### config.mk
export PLATFORM = sky130hd
export DESIGN_NAME = ledscan_drv
export DESIGN_NICKNAME = d
export VERILOG_FILES = /design/src/rtl/ledscan_pkg.sv /design/src/rtl/ledscan_clkgen.sv /design/src/rtl/ledscan_seq.sv /design/src/rtl/ledscan_ser.sv /design/src/rtl/ledscan_drv.sv
export SDC_FILE = /design/constraint.sdc
export NUM_CORES = 1
export LEC_CHECK = 0
export ABC_CLOCK_PERIOD_IN_PS = 2200
export BUFFER_PORTS_ARGS = -buffer_cell sky130_fd_sc_hd__buf_2
export CELL_PAD_IN_SITES_DETAIL_PLACEMENT = 0
export CELL_PAD_IN_SITES_GLOBAL_PLACEMENT = 1
export CORE_ASPECT_RATIO = 1.2
export CORE_MARGIN = 4
export CORE_UTILIZATION = 34
export CTS_CLUSTER_DIAMETER = 60
export DETAILED_ROUTE_END_ITERATION = 16
export GPL_TIMING_DRIVEN = 0
export PLACE_DENSITY = 0.75
export SYNTH_ARGS = -nofsm -noshare
export SYNTH_HDL_FRONTEND = slang
export SYNTH_SLANG_ARGS = --single-unit
export TNS_END_PERCENT = 1
### constraint.sdc
create_clock -name clk -period 2.2 [get_ports clk]
set_input_delay 0.44 -clock clk [delete_from_list [all_inputs] [get_ports clk]]
set_output_delay 0.44 -clock clk [all_outputs]
set_load 0.005 [all_outputs]
### src/rtl/ledscan_pkg.sv
package ledscan_pkg;
  localparam int SEL_W    = 8;
  localparam int ROW_W    = 2 * SEL_W;
  localparam int WORD_W   = SEL_W + ROW_W;
  localparam int SLOT_LEN = 32;
  localparam int PCNT_W   = $clog2(SLOT_LEN);
  localparam int COL_W    = $clog2(SEL_W);
  localparam int CC_W     = COL_W + 1;
  localparam int SUB_W    = $clog2(ROW_W);
  localparam int SC_W     = SUB_W + 1;
  localparam int FRAME_W  = SEL_W * ROW_W;

  typedef logic [WORD_W-1:0] word_t;

  // number of select lines actually scanned
  function automatic logic [CC_W-1:0] col_count(input logic geom16, input logic [COL_W-1:0] k);
    if (k == '1) return CC_W'(1);
    if (geom16 && (CC_W'(k) <= CC_W'(SEL_W / 2))) return CC_W'(SEL_W / 2);
    return CC_W'(SEL_W) - CC_W'(k);
  endfunction

  // steps per column: one, or one per row bit in single-LED mode
  function automatic logic [SC_W-1:0] sub_count(input logic geom16, input logic single);
    if (!single) return SC_W'(1);
    return geom16 ? SC_W'(ROW_W) : SC_W'(SEL_W);
  endfunction

  // word positions taken over by dedicated LED values
  function automatic word_t ded_mask(input logic geom16, input logic [COL_W-1:0] k);
    logic [SEL_W-1:0] top;
    if (k == '1) return '1;
    top = ~({SEL_W{1'b1}} >> k);
    return geom16 ? word_t'(top) : (word_t'(top) << SEL_W);
  endfunction

  function automatic word_t build_word(input logic geom16, input logic single,
                                       input logic [COL_W-1:0] k, input logic [COL_W-1:0] col,
                                       input logic [SUB_W-1:0] sub, input logic [ROW_W-1:0] entry,
                                       input word_t inv, input word_t ded);
    logic [ROW_W-1:0] d;
    logic [SEL_W-1:0] sel;
    word_t raw, im, dm;
    d   = single ? (entry & (ROW_W'(1) << sub)) : entry;
    sel = SEL_W'(1) << col;
    if (geom16) begin
      raw = {d, sel};
      im  = inv;
    end else begin
      raw = {d[SEL_W-1:0], sel, {SEL_W{1'b0}}};
      im  = inv & ~word_t'({SEL_W{1'b1}});
    end
    dm = ded_mask(geom16, k);
    return ((raw ^ im) & ~dm) | (ded & dm);
  endfunction
endpackage

### src/rtl/ledscan_clkgen.sv
module ledscan_clkgen #(
  parameter int DIV_W = 16,
  parameter int DLY_W = 4
) (
  input  logic             clk,
  input  logic             rst_n,
  input  logic             run,
  input  logic [DIV_W-1:0] div_val,
  input  logic [DLY_W-1:0] chg_dly,
  output logic             ph,
  output logic             fall_evt,
  output logic             upd
);
  logic [DIV_W-1:0] dcnt;
  logic [DLY_W-1:0] dly;
  logic             pend;
  logic             tick;

  assign tick     = (dcnt == div_val);
  assign fall_evt = run && tick && ph;
  assign upd      = pend && (dly == '0);

  // half-period counter; parks in the high half while stopped
  always_ff @(posedge clk or negedge rst_n) begin
    if (!rst_n) begin
      dcnt <= '0;
      ph   <= 1'b1;
    end else if (!run) begin
      dcnt <= '0;
      ph   <= 1'b1;
    end else if (tick) begin
      dcnt <= '0;
      ph   <= ~ph;
    end else begin
      dcnt <= dcnt + 1'b1;
    end
  end

  // data update fires chg_dly+1 cycles after each internal fall
  always_ff @(posedge clk or negedge rst_n) begin
    if (!rst_n) begin
      pend <= 1'b0;
      dly  <= '0;
    end else if (!run) begin
      pend <= 1'b0;
    end else if (fall_evt) begin
      pend <= 1'b1;
      dly  <= chg_dly;
    end else if (pend) begin
      if (dly == '0) pend <= 1'b0;
      else           dly  <= dly - 1'b1;
    end
  end
endmodule

### src/rtl/ledscan_seq.sv
module ledscan_seq
  import ledscan_pkg::*;
#(
  parameter int HOLD_W = 4
) (
  input  logic              clk,
  input  logic              rst_n,
  input  logic              run_en,
  input  logic              clr_req,
  input  logic              fall_evt,
  input  logic              geom16,
  input  logic              single,
  input  logic [COL_W-1:0]  ded_cnt,
  input  logic [HOLD_W-1:0] hold_slots,
  output logic              busy,
  output logic              clr_act,
  output logic              shift_slot,
  output logic              slot_end,
  output logic [PCNT_W-1:0] pcnt,
  output logic [COL_W-1:0]  col,
  output logic [SUB_W-1:0]  sub
);
  logic              warm;
  logic [HOLD_W-1:0] scnt;
  logic [CC_W-1:0]   ncols;
  logic [SC_W-1:0]   nsub;
  logic              last_col, last_sub;

  assign ncols      = col_count(geom16, ded_cnt);
  assign nsub       = sub_count(geom16, single);
  assign last_col   = ({1'b0, col} == ncols - 1'b1);
  assign last_sub   = ({1'b0, sub} == nsub - 1'b1);
  assign slot_end   = fall_evt && (pcnt == PCNT_W'(SLOT_LEN - 1));
  assign shift_slot = busy && !warm && (scnt == '0);

  always_ff @(posedge clk or negedge rst_n) begin
    if (!rst_n) begin
      busy    <= 1'b0;
      clr_act <= 1'b0;
      warm    <= 1'b1;
      pcnt    <= PCNT_W'(SLOT_LEN - 1);
      scnt    <= '0;
      col     <= '0;
      sub     <= '0;
    end else if (!busy) begin
      warm <= 1'b1;
      pcnt <= PCNT_W'(SLOT_LEN - 1);
      scnt <= '0;
      col  <= '0;
      sub  <= '0;
      if (clr_req) begin
        busy    <= 1'b1;
        clr_act <= 1'b1;
      end else if (run_en) begin
        busy <= 1'b1;
      end
    end else begin
      if (fall_evt) pcnt <= pcnt + 1'b1;
      if (slot_end) begin
        if (warm) begin
          warm <= 1'b0;
        end else if (clr_act) begin
          busy    <= 1'b0;
          clr_act <= 1'b0;
        end else if (scnt == hold_slots) begin
          scnt <= '0;
          if (last_col && last_sub) begin
            col <= '0;
            sub <= '0;
            if (!run_en) busy <= 1'b0;
          end else if (last_sub) begin
            sub <= '0;
            col <= col + 1'b1;
          end else begin
            sub <= sub + 1'b1;
          end
        end else begin
          scnt <= scnt + 1'b1;
        end
      end
    end
  end
endmodule

### src/rtl/ledscan_ser.sv
module ledscan_ser
  import ledscan_pkg::*;
(
  input  logic              clk,
  input  logic              rst_n,
  input  logic              busy,
  input  logic              shift_slot,
  input  logic              clr_act,
  input  logic              ph,
  input  logic              upd,
  input  logic [PCNT_W-1:0] pcnt,
  input  word_t             word,
  input  logic              pol_sck,
  input  logic              pol_sd,
  input  logic              pol_lat,
  output logic              sck_int,
  output logic              lat_int,
  output logic              sck_o,
  output logic              sd_o,
  output logic              lat_o
);
  word_t shreg;

  assign sck_int = shift_slot && ph && (pcnt < PCNT_W'(WORD_W));
  assign lat_int = shift_slot && (pcnt == PCNT_W'(WORD_W));

  always_ff @(posedge clk or negedge rst_n) begin
    if (!rst_n)                                 shreg <= '0;
    else if (!busy)                             shreg <= '0;
    else if (upd && shift_slot && pcnt == '0)   shreg <= clr_act ? '0 : word;
    else if (upd)                               shreg <= {shreg[WORD_W-2:0], 1'b0};
  end

  always_ff @(posedge clk or negedge rst_n) begin
    if (!rst_n) begin
      sck_o <= 1'b0;
      sd_o  <= 1'b0;
      lat_o <= 1'b0;
    end else begin
      sck_o <= sck_int ^ pol_sck;
      sd_o  <= shreg[WORD_W-1] ^ pol_sd;
      lat_o <= lat_int ^ pol_lat;
    end
  end
endmodule

### src/rtl/ledscan_drv.sv
module ledscan_drv
  import ledscan_pkg::*;
#(
  parameter int DIV_W  = 16,
  parameter int DLY_W  = 4,
  parameter int HOLD_W = 4
) (
  input  logic               clk,
  input  logic               rst_n,
  input  logic               run_en,
  input  logic               clr_req,
  input  logic               geom16,
  input  logic               single_led,
  input  logic [COL_W-1:0]   ded_cnt,
  input  logic [WORD_W-1:0]  ded_val,
  input  logic [WORD_W-1:0]  inv_mask,
  input  logic [DIV_W-1:0]   div_val,
  input  logic [DLY_W-1:0]   chg_dly,
  input  logic [HOLD_W-1:0]  hold_slots,
  input  logic [FRAME_W-1:0] frame_data,
  input  logic               pol_sck,
  input  logic               pol_sd,
  input  logic               pol_lat,
  output logic               sck_o,
  output logic               sd_o,
  output logic               lat_o
);
  logic              busy, clr_act, shift_slot, slot_end;
  logic              ph, fall_evt, upd;
  logic              sck_int, lat_int;
  logic [PCNT_W-1:0] pcnt;
  logic [COL_W-1:0]  col;
  logic [SUB_W-1:0]  sub;
  word_t             word;

  assign word = build_word(geom16, single_led, ded_cnt, col, sub,
                           frame_data[col*ROW_W +: ROW_W], inv_mask, ded_val);

  ledscan_clkgen #(.DIV_W(DIV_W), .DLY_W(DLY_W)) u_clk (
    .clk(clk), .rst_n(rst_n), .run(busy), .div_val(div_val), .chg_dly(chg_dly),
    .ph(ph), .fall_evt(fall_evt), .upd(upd));

  ledscan_seq #(.HOLD_W(HOLD_W)) u_seq (
    .clk(clk), .rst_n(rst_n), .run_en(run_en), .clr_req(clr_req), .fall_evt(fall_evt),
    .geom16(geom16), .single(single_led), .ded_cnt(ded_cnt), .hold_slots(hold_slots),
    .busy(busy), .clr_act(clr_act), .shift_slot(shift_slot), .slot_end(slot_end),
    .pcnt(pcnt), .col(col), .sub(sub));

  ledscan_ser u_ser (
    .clk(clk), .rst_n(rst_n), .busy(busy), .shift_slot(shift_slot), .clr_act(clr_act),
    .ph(ph), .upd(upd), .pcnt(pcnt), .word(word),
    .pol_sck(pol_sck), .pol_sd(pol_sd), .pol_lat(pol_lat),
    .sck_int(sck_int), .lat_int(lat_int), .sck_o(sck_o), .sd_o(sd_o), .lat_o(lat_o));
endmodule


**Word level (Yosys, flattened, before mapping)**

Cells that the tools add are included.

- Bits in writable memories: 0
- Logic and storage cells: 146
- Bits in latches: 0
- Output and inout port bits: 3
- ROM bits: 0
- Input port bits: 212
- Register bits: 68
- Memories: 0

- $lt $le $gt $ge: 2
- Add/sub/neg operators: 9
- Shift operators: 4
- Equality and inequality tests: 16
- $mul: 0
- Bitwise logic cells: 11
- Reduce and logical (&&, ||, !) cells: 24
- Multiplexer cells: 65
- Div/mod/pow operators: 0

Operators with widths:

| kind | number |
|---|---|
| 24-bit 2-to-1 mux | 7 |
| 128-bit by 8-bit variable part select with 16-bit output | 1 |
| 4-bit 2-to-1 mux | 19 |
| 16-bit 2-to-1 mux | 4 |
| 24-bit AND | 2 |
| 24-bit NOT | 1 |
| 24-bit bitwise OR | 1 |
| 24-bit XOR | 1 |
| 1-bit 2-to-1 mux | 23 |
| 3-bit 2-to-1 mux | 7 |
| 5-bit 2-to-1 mux | 4 |
| 16-bit by 1-bit adder with 16-bit output (second input constant) | 1 |
| 16-bit AND | 1 |
| 16-bit == test | 1 |
| 1-bit by 4-bit left shift with 16-bit output (first input constant) | 1 |
| 1-bit logical AND | 13 |
| 5-bit == test (second input constant) | 2 |
| 2-bit != test (second input constant) | 5 |
| 3-bit AND reduction | 3 |
| 4-bit by 1-bit adder with 4-bit output (second input constant) | 2 |
| 4-bit logical NOT | 2 |
| 8-bit 2-to-1 mux | 1 |
| 8-bit NOT | 1 |
| 1-bit by 3-bit left shift with 8-bit output (first input constant) | 1 |
| other kinds (22) | 27 |

**Longest topological paths before layout**

Gate-level depths: netlist of run 1.

- Depth in word-level cells: 15
- Mapped depth: 13
- Mapped depth without buffers: 12

**By module**

A second synthesis of run 1 with hierarchy kept.

- Cell total of the unflattened synthesis: 727
- Area, all modules: 6381.1 um^2

By module, submodules not included:

| module | seq. area each (um^2) | area an instance (um^2) | instances | cells an instance |
|---|---|---|---|---|
| ledscan_drv | 0.0 | 2309.7 | 1 | 316 |
| ledscan_ser | 675.6 | 1511.4 | 1 | 155 |
| ledscan_seq | 483.0 | 1298.7 | 1 | 133 |
| ledscan_clkgen | 551.8 | 1261.2 | 1 | 123 |

**Least setup slack after synthesis of run 1**

Ideal clock, no wire load.

- Kind: in2reg
- Start: input port ded_cnt[1]
- End: register u_seq.col[1]
- Setup slack: -0.718 ns
- Buffers on the path: 1
- Data required time: 2.046 ns
- Stages on the path: 13
- Data arrival time: 2.764 ns
- Library setup time: 0.154 ns
- Cell sequence: clkbuf_1 -> inv_1 -> ha_1 -> inv_1 -> ha_1 -> nand2b_1 -> a21oi_1 -> ha_1 -> xor2_1 -> o21ai_0 -> a31o_2 -> o311ai_0 -> o32ai_1

- Longest elaborated chain between the ends: 15
- Elaborated cells on any way between the ends: 21
- Classes of those cells: add/sub (2); order compare (1); eq/ne (3); mux (12); reduce/logical (3)

Ends and longest elaborated chain:

| what | RTL line | source |
|---|---|---|
| from (decl) | ledscan_drv.sv:14 | `input logic [COL_W-1:0] ded_cnt,` |
| 3-bit less-or-equal comparator | ledscan_pkg.sv:18 | `if (geom16 && (CC_W'(k) <= CC_W'(SEL_W / 2))) return CC_W'(SEL_W / 2);` |
| 1-bit logical AND | ledscan_pkg.sv:18 |  |
| 1-bit 2-to-1 mux (2 in series) | ledscan_pkg.sv:18 |  |
| 4-bit 2-to-1 mux | ledscan_pkg.sv:19 | `return CC_W'(SEL_W) - CC_W'(k);` |
| 4-bit 2-to-1 mux (*) | ledscan_pkg.sv:18 |  |
| 4-bit by 1-bit subtractor with 4-bit output (*) | ledscan_seq.sv:31 | `assign last_col = ({1'b0, col} == ncols - 1'b1);` |
| 3-bit by 4-bit == test with 1-bit output (*) | ledscan_seq.sv:31 |  |
| 1-bit logical AND (*) | ledscan_seq.sv:67 | `if (last_col && last_sub) begin` |
| 3-bit 2-to-1 mux | ledscan_seq.sv:67 |  |
| 3-bit 2-to-1 mux | ledscan_seq.sv:65 | `end else if (scnt == hold_slots) begin` |
| 3-bit 2-to-1 mux | ledscan_seq.sv:62 | `end else if (clr_act) begin` |
| 3-bit 2-to-1 mux | ledscan_seq.sv:60 | `if (warm) begin` |
| 3-bit 2-to-1 mux | ledscan_seq.sv:59 | `if (slot_end) begin` |
| 3-bit 2-to-1 mux | ledscan_seq.sv:45 | `end else if (!busy) begin` |
| to (signal assigned) | ledscan_seq.sv:73 | `col <= col + 1'b1;` |
| to (decl) | ledscan_seq.sv:20 | `output logic [COL_W-1:0] col,` |

Every way passes the cells marked *; elsewhere a longest branch is shown, timed or not. The select of a mux whose other input is x is not followed.
A chain may end at the register's enable or synchronous reset.

**Worst setup path after layout of run 1**

- Start: input port geom16
- End: register u_ser.shreg[11]

- Longest elaborated chain between the ends: 8
- Elaborated cells on any way between the ends: 11
- Classes of those cells: mux (6); bitwise (5)

Ends and longest elaborated chain:

| what | RTL line | source |
|---|---|---|
| from (decl) | ledscan_drv.sv:12 | `input logic geom16,` |
| 16-bit 2-to-1 mux | ledscan_pkg.sv:33 | `return geom16 ? word_t'(top) : (word_t'(top) << SEL_W);` |
| 24-bit 2-to-1 mux | ledscan_pkg.sv:32 | `top = ~({SEL_W{1'b1}} >> k);` |
| 24-bit NOT | ledscan_pkg.sv:53 | `return ((raw ^ im) & ~dm) \| (ded & dm);` |
| 24-bit AND | ledscan_pkg.sv:53 |  |
| 24-bit bitwise OR (*) | ledscan_pkg.sv:53 |  |
| 24-bit 2-to-1 mux (*) (2 in series) | ledscan_ser.sv:30 | `else if (upd && shift_slot && pcnt == '0) shreg <= clr_act ? '0 : word;` |
| 24-bit 2-to-1 mux (*) | ledscan_ser.sv:29 | `else if (!busy) shreg <= '0;` |
| to (signal assigned) | ledscan_ser.sv:30 |  |
| to (signal assigned) | ledscan_ser.sv:31 | `else if (upd) shreg <= {shreg[WORD_W-2:0], 1'b0};` |
| to (decl) | ledscan_ser.sv:22 | `word_t shreg;` |

Every way passes the cells marked *; elsewhere a longest branch is shown, timed or not.

==> metrics.md, run 1 <==
| Metric | Value |
|---|---|
| Crit path from | geom16 |
| Total power | around 4.4 mW |
| CP peak stage delay | between 0.5 and 0.6 ns |
| Layout Utilization | 0.474 |
| Internal power | 3.06 mW |
| Top cells by area, synth | dfrtp_1 (24%), mux2i_1 (8.5%), ha_1 (4.9%) |
| Die height | 157 um |
| Failing checks | setup timing |
| Setup violations, final | 17 |
| Worst Tran Pin Value | 0.735 ns |
| Yosys Warn Count | 0 |
| FFs w/ async S/R, synth | 1.00 |
| Post-synth EDFFs | 0 |
| Die X-Extent | 133 um |
| Htree depth | 3 |
| Leading cell type in the layout, fill and taps excluded | buf_2 |
| FMAX | ~430 MHz |
| Setup WS post-layout | -0.148 ns |
| GPL Wtd Cong | 0.932 |
| LEAKAGE | 4.07 nW |
| Sequential share of the synthesized area | 0.270 |
| Switch Pwr | 1.38 mW |
| Post-route clock period utilization | 1.07 |
| Critical path's slowest cell | clkbuf_1 |
| Pwr per Cell Area | 514 nW/um2 |
| Vias in the first global route | 6726 |
| Clock root buffer master | clkbuf_16 |
| CTS Buf Count | 9 |
| Final slew viol count | 0 |
| Pre-CTS WS | -0.921 ns |
| Diodes inserted | 0 |
| Synthesized flop and latch total | between 60 and 70 |
| Clk sinks | 68 |
| Worst hold start | pol_sd |
| Area share of the largest cell type after synthesis | 0.241 |
| Status | finished with violations |
| Final Hold Fails | 0 |
| Initial antenna violation count | 1 |
| TritonCTS clock tree | built |
| R2R Setup Slk | -0.13 ns |
| Most used cell, CP | clkbuf_1 |
| DRC | 0 |
| Largest delay share family, worst path | buffers and inverters |
| Unrepaired setup endpoints after global routing | yes |
| Synth cell types | 62 |
| CP Class | in2reg |
| Share of cells above drive strength 1 | 0.372 |
| Buffers added on ports | 212 |
| Combinational share of power | 0.282 |
| Layout net count | between 1000 and 1500 |
| Crit path capture type | flop |
| Pin count of the biggest net entering global routing | 50 |
| Drt wl/cell | 21.3 um |
| Global-route wire length before repair | just under 40000 um |
| Synth Flop Type | dfrtp_1 |
| Final Skew | approximately 0.0094 ns |
| GRT Total Usage | 0.240 |
| Vias | 6941 |
| CORE AREA | 18200 um2 |
| Hold WC Path Type | in2reg |
| Worst-Skew Late Latency | 0.34 ns |
| Max Root-Sink Buffers | 2 |
| Initial Utilization | 0.347 |
| Tmin final | 2.35 ns |
| Leading cell types in the layout, fill and taps excluded | buf_2 (211), dfrtp_1 (58), mux2i_1 (52) |
| Area leader, netlist | dfrtp_1 |
| Die area | 20900 um2 |
| Sequential share of power | 0.332 |
| Worst Path Max Fanout | 10 |
| Post-DP Area | 7790 um2 |
| Slew headroom | 0.502 |
| Synth Instances | 752 |
| Setup TNS | -1.15 ns |
| Maximum vdd drop | 0.351 mV |
| Max Cap Viol | 0 |
| Area of the mapped netlist | approximately 6300 um2 |
| Syn nets | about 1000 |
| DRT iter0 DRCs | 493 |
| Total iterations of the first detailed-routing run | 6 |
| CP cell instances | clkbuf_2, clkbuf_1, clkbuf_1, a41oi_1, xor2_1, o22ai_1 |
| WP buf/inv | 3 |
| R2R Path Start | u_seq.sub[0] |
| Worst-path clk slew | 0.06 ns |
| CP required | 2.41 ns |
| # IOs | 215 |
| Switching Fraction | 0.311 |
| Critical Path Start Type | primary input |
| Core Rows | 54 |
| Finished Cell Area | 8650 um2 |
| GRT overflow | 0 |
| P&R area growth vs syn | 36.6% |
| DRT Wirelength | 25900 um |
| Antenna-violating nets left | 0 |
| Worst endpoint data arrival time | roughly 2.6 ns |
| Vias per cell | 5.71 |
| Clock group share of total power | 0.386 |
| DP HPWL | 20900 um |
| Syn Area/Cell | about 8.4 um2 |
logic make-up (layout without fill, tap and decap cells):
group,Yosys count,count (layout),share of synthesized area
compound gates,185,185,0.201
buf+inv,86,326,0.0547
simple gates,264,264,0.228
fa+ha+maj,25,25,0.0494
xor+xnor,59,59,0.0816
flops,68,68,0.270
mux,65,65,0.116
area by class of cell:
type	count	area, um2
Buffer	53	370
Clock inverter	7	123
Clock buffer	9	225
Timing Repair Buffer	227	1220
Tap cell	224	280
Sequential cell	68	1710
Multi-Input combinational cell	598	4590
Fill cell	1816	9600
Inverter	30	119
registers in the layout (all words and copies together), names as in the netlist, 3 cells and up:
signal	cells
u_seq.scnt	4
u_ser.shreg	24
u_seq.sub	4
u_seq.col	3
u_seq.pcnt	5
u_clk.dly	4
u_clk.dcnt	16
synthesized netlist by cell type (3+ instances only):
cell and instances:
a2111oi_0 6, a21oi_1 17, a221oi_1 13, a22oi_1 20, a31o_2 10, a31oi_1 16
a32oi_1 3, a41oi_1 3, and2_1 6, and3_1 7, and4_1 10, buf_2 10
buf_4 3, clkbuf_1 43, dfrtp_1 61, dfstp_2 7, ha_1 25, inv_1 30
mux2_2 5, mux2i_1 54, mux4_2 6, nand2_1 52, nand2b_1 9, nand3_1 35
nand3b_1 6, nand4_1 22, nor2_1 51, nor2b_1 10, nor3_1 15, nor4_1 9
nor4bb_1 3, o2111ai_1 3, o211a_1 3, o211ai_1 12, o21ai_0 50, o22ai_1 5
o31ai_1 4, or3_1 8, or3b_2 4, or4_1 7, or4b_2 3, xnor2_1 29
xor2_1 30
worst paths after layout:
path	endpoint	cells past startpoint
min in group asynchronous	u_clk.dcnt[10]	2
worst max-delay path	u_ser.shreg[11]	6
worst min register to register	u_clk.dcnt[0]	1
worst max register to register	u_ser.shreg[16]	7
max in group asynchronous	u_seq.pcnt[3]	3
worst min-delay path	u_ser.sd_o	2
what timing repair did:
item | CTS | global route
resized for setup | 85 | 37
hold buffers | 1 | 0
buffers inserted | 11 | 2
pin swaps | 20 | 5
hold endpoints to repair | 17 | 0
setup endpoints to repair | 60 | 62
metrics by stage:
step,instances,hold slack (ns)
detailed placement,1189,0.350
global placement,1188,0.513
CTS,1214,0.273
finish,1216,0.282
global route,1216,0.287
floorplan,752,0.144
routing by layer:
layer	share of wire	wire length (um)	global-route usage
met5	0.00077	20	0
met1	0.40	10300	0.297
met3	0.067	1740	0.0438
met4	0.034	870	0.0896
met2	0.50	13000	0.420
power groups by stage:
stage               logic [mW]  clock network, mW  registers (mW)
CTS                       1.22               1.74            1.47
global route              1.38               1.81            1.49
detailed placement        1.15                  0            1.49
floorplan                0.693                  0            1.46
global placement          1.13                  0            1.49
finish                    1.25               1.71            1.47
(Power assumes the default switching activity.)
==> inputs of run 2 (changes only) <==
Settings changed: CORE_ASPECT_RATIO 1.2 to 0.75, REMOVE_ABC_BUFFERS set to 1.
==> run 2 against run 1 <==
The flow still finishes with violations (setup timing). Sequential cell count is the same. Maximum frequency is 3.3% higher. Critical endpoint is now u_seq.col[1]. Die area about the same.
==> metrics.md, run 2 (synthesis gave the netlist of run 1 again) <==
| Metric | Value |
|---|---|
| Buffers added on ports | between 200 and 250 |
| Status | finished with violations |
| Pin count of the biggest net entering global routing | 57 |
| Clock root buffer master | clkbuf_16 |
| Total iterations of the first detailed-routing run | 7 |
| P&R area growth vs syn | 41.7% |
| Post-DP Area | 7550 um2 |
| Worst-path clk slew | 0.06 ns |
| Global-route wire length before repair | about 38000 um |
| DRT Wirelength | 25000 um |
| TritonCTS clock tree | built |
| FMAX | 440 MHz |
| GRT Total Usage | 0.228 |
| Layout net count | between 1000 and 1500 |
| Worst-Skew Late Latency | ~0.34 ns |
| DRC | 0 |
| R2R Path Start | u_seq.col[0] |
| Slew headroom | 0.509 |
| Worst r2r path cells | 7 |
| Maximum vdd drop | 0.409 mV |
| WP buf/inv | 3 |
| Tmin final | between 2 and 2.5 ns |
| Die area | ~21000 um2 |
| Min Hold Slack | 0.282 ns |
| Critical Path Start Type | primary input |
| CP required | 2.40 ns |
| GRT overflow | 0 |
| Worst Tran Pin Value | 0.734 ns |
| Largest reg by FF count | u_ser.shreg |
| Crit path from | ded_cnt[0] |
| Largest delay share family, worst path | compound AO/OA/AOI/OAI gates |
| Worst endpoint data arrival time | 2.47 ns |
| Setup WS post-layout | -0.0739 ns |
| Vias | approximately 7000 |
| Final slew viol count | 0 |
| CP peak stage delay | 0.38 ns |
| Max Root-Sink Buffers | 2 |
| Layout Utilization | 0.499 |
| Antenna-violating nets left | 0 |
| DRT iter0 DRCs | 675 |
| Leading cell type in the layout, fill and taps excluded | buf_2 |
| Hold WC Path Type | in2reg |
| CP Class | in2reg |
| Crit path capture type | flop |
| Vias per cell | 5.74 |
| Critical path's slowest cell | o311ai_4 |
| Clk sinks | between 60 and 70 |
| LEAKAGE | 4.16 nW |
| Post-route clock period utilization | 1.03 |
| Finished Cell Area | ~9000 um2 |
| Initial antenna violation count | 1 |
| CORE AREA | 18000 um2 |
| R2R Setup Slk | -0.07 ns |
| CP cell instances | buf_12, clkinv_8, ha_4, inv_2, ha_4, nand2b_4, a21oi_2, ha_1, xor2_1, o21ai_1, a31o_2, o311ai_4, o32ai_2 |
| Critical R2R Capture | u_ser.shreg[20] |
| Most used cell, CP | ha_4 |
| Htree depth | 3 |
| Pwr per Cell Area | 452 nW/um2 |
| Levels on crit path | 13 |
| Max Cap Viol | 0 |
| Largest registers | u_ser.shreg x24, u_clk.dcnt x16, u_seq.pcnt x5 |
| Total power | 4.06 mW |
| Drt wl/cell | between 20 and 25 um |
| CTS Buf Count | 9 |
| Die height | between 100 and 150 um |
| Share of cells above drive strength 1 | 0.425 |
| DP HPWL | 17000 um |
| Leading cell types in the layout, fill and taps excluded | buf_2 (210), dfrtp_1 (54), mux2i_1 (52) |
| Final Skew | 0.0110 ns |
| Final Hold Fails | 0 |
| Die X-Extent | 166 um |
| Core Rows | between 40 and 50 |
| Vias in the first global route | 6805 |
| Max reg flops | 24 |
| Initial Utilization | 0.352 |
| Setup violations, final | 10 |
| # IOs | 215 |
| GPL Wtd Cong | 0.823 |
| Worst Path Max Fanout | 4 |
| Pre-CTS WS | -1.56 ns |
| Unrepaired setup endpoints after global routing | yes |
| Failing checks | setup timing |
| Fill cell count | roughly 1800 |
| Worst Setup EP | u_seq.col[1] |
-- run 2: how the worst min path moves through the flow --
stage / startpoint / end / slack (ns) / depth (start not counted)
final: pol_lat / u_ser.lat_o / 0.28 / 2
after global routing: pol_lat / u_ser.lat_o / 0.27 / 2
after floorplan: rst_n / u_clk.dcnt[0] / 0.14 / 0
after CTS: pol_lat / u_ser.lat_o / 0.28 / 2
after detailed placement: rst_n / u_clk.dcnt[3] / 0.32 / 1
after global placement: u_ser.shreg[23] / u_ser.sd_o / 0.48 / 1
-- run 2: final cells by class --
| class | instances | area, um2 | area share |
|---|---|---|---|
| Tap cell | 242 | 303 | 0.0337 |
| Clock inverter | 3 | 15.0 | 0.00167 |
| Inverter | 30 | 140 | 0.0156 |
| Antenna cell | 1 | 2.50 | 0.000279 |
| Timing Repair Buffer | 275 | 1670 | 0.187 |
| Sequential cell | 68 | 1730 | 0.193 |
| Multi-Input combinational cell | 600 | 4850 | 0.541 |
| Timing Repair inverter | 1 | 7.51 | 0.000836 |
| Clock buffer | 13 | 250 | 0.0279 |
-- run 2: metal layers --
metal	wire (um)	GRT usage	vias up
met3	2180	0.0572	20
met2	11100	0.339	326
met1	11400	0.337	3421
li1	-	-	3310
met5	0	0	-
met4	285	0.0436	0
-- run 2: where the power goes --
group	switching (mW)	total, mW	internal (mW)
clock network	0.558	1.35	0.790
registers	0.148	1.50	1.36
logic	0.607	1.21	0.601
-- run 2: repair_timing --
action                                  4_1_cts  5_1_grt
endpoints found under the setup margin       60       40
hold endpoints to repair                     12        0
buffers inserted                             37       20
gates resized for setup                      98       68
pin swaps                                    22       25
hold buffers                                  1        0
cloned                                        2        1
-- run 2: stage by stage --
| stage | cells | TNS, ns |
|---|---|---|
| final | 1233 | -0.462 |
| after global routing | 1233 | -2.19 |
| after CTS | 1211 | -0.492 |
| after detailed placement | 1155 | -50.18 |
| after global placement | 1152 | -186.15 |
| after floorplan | 696 | -82.26 |
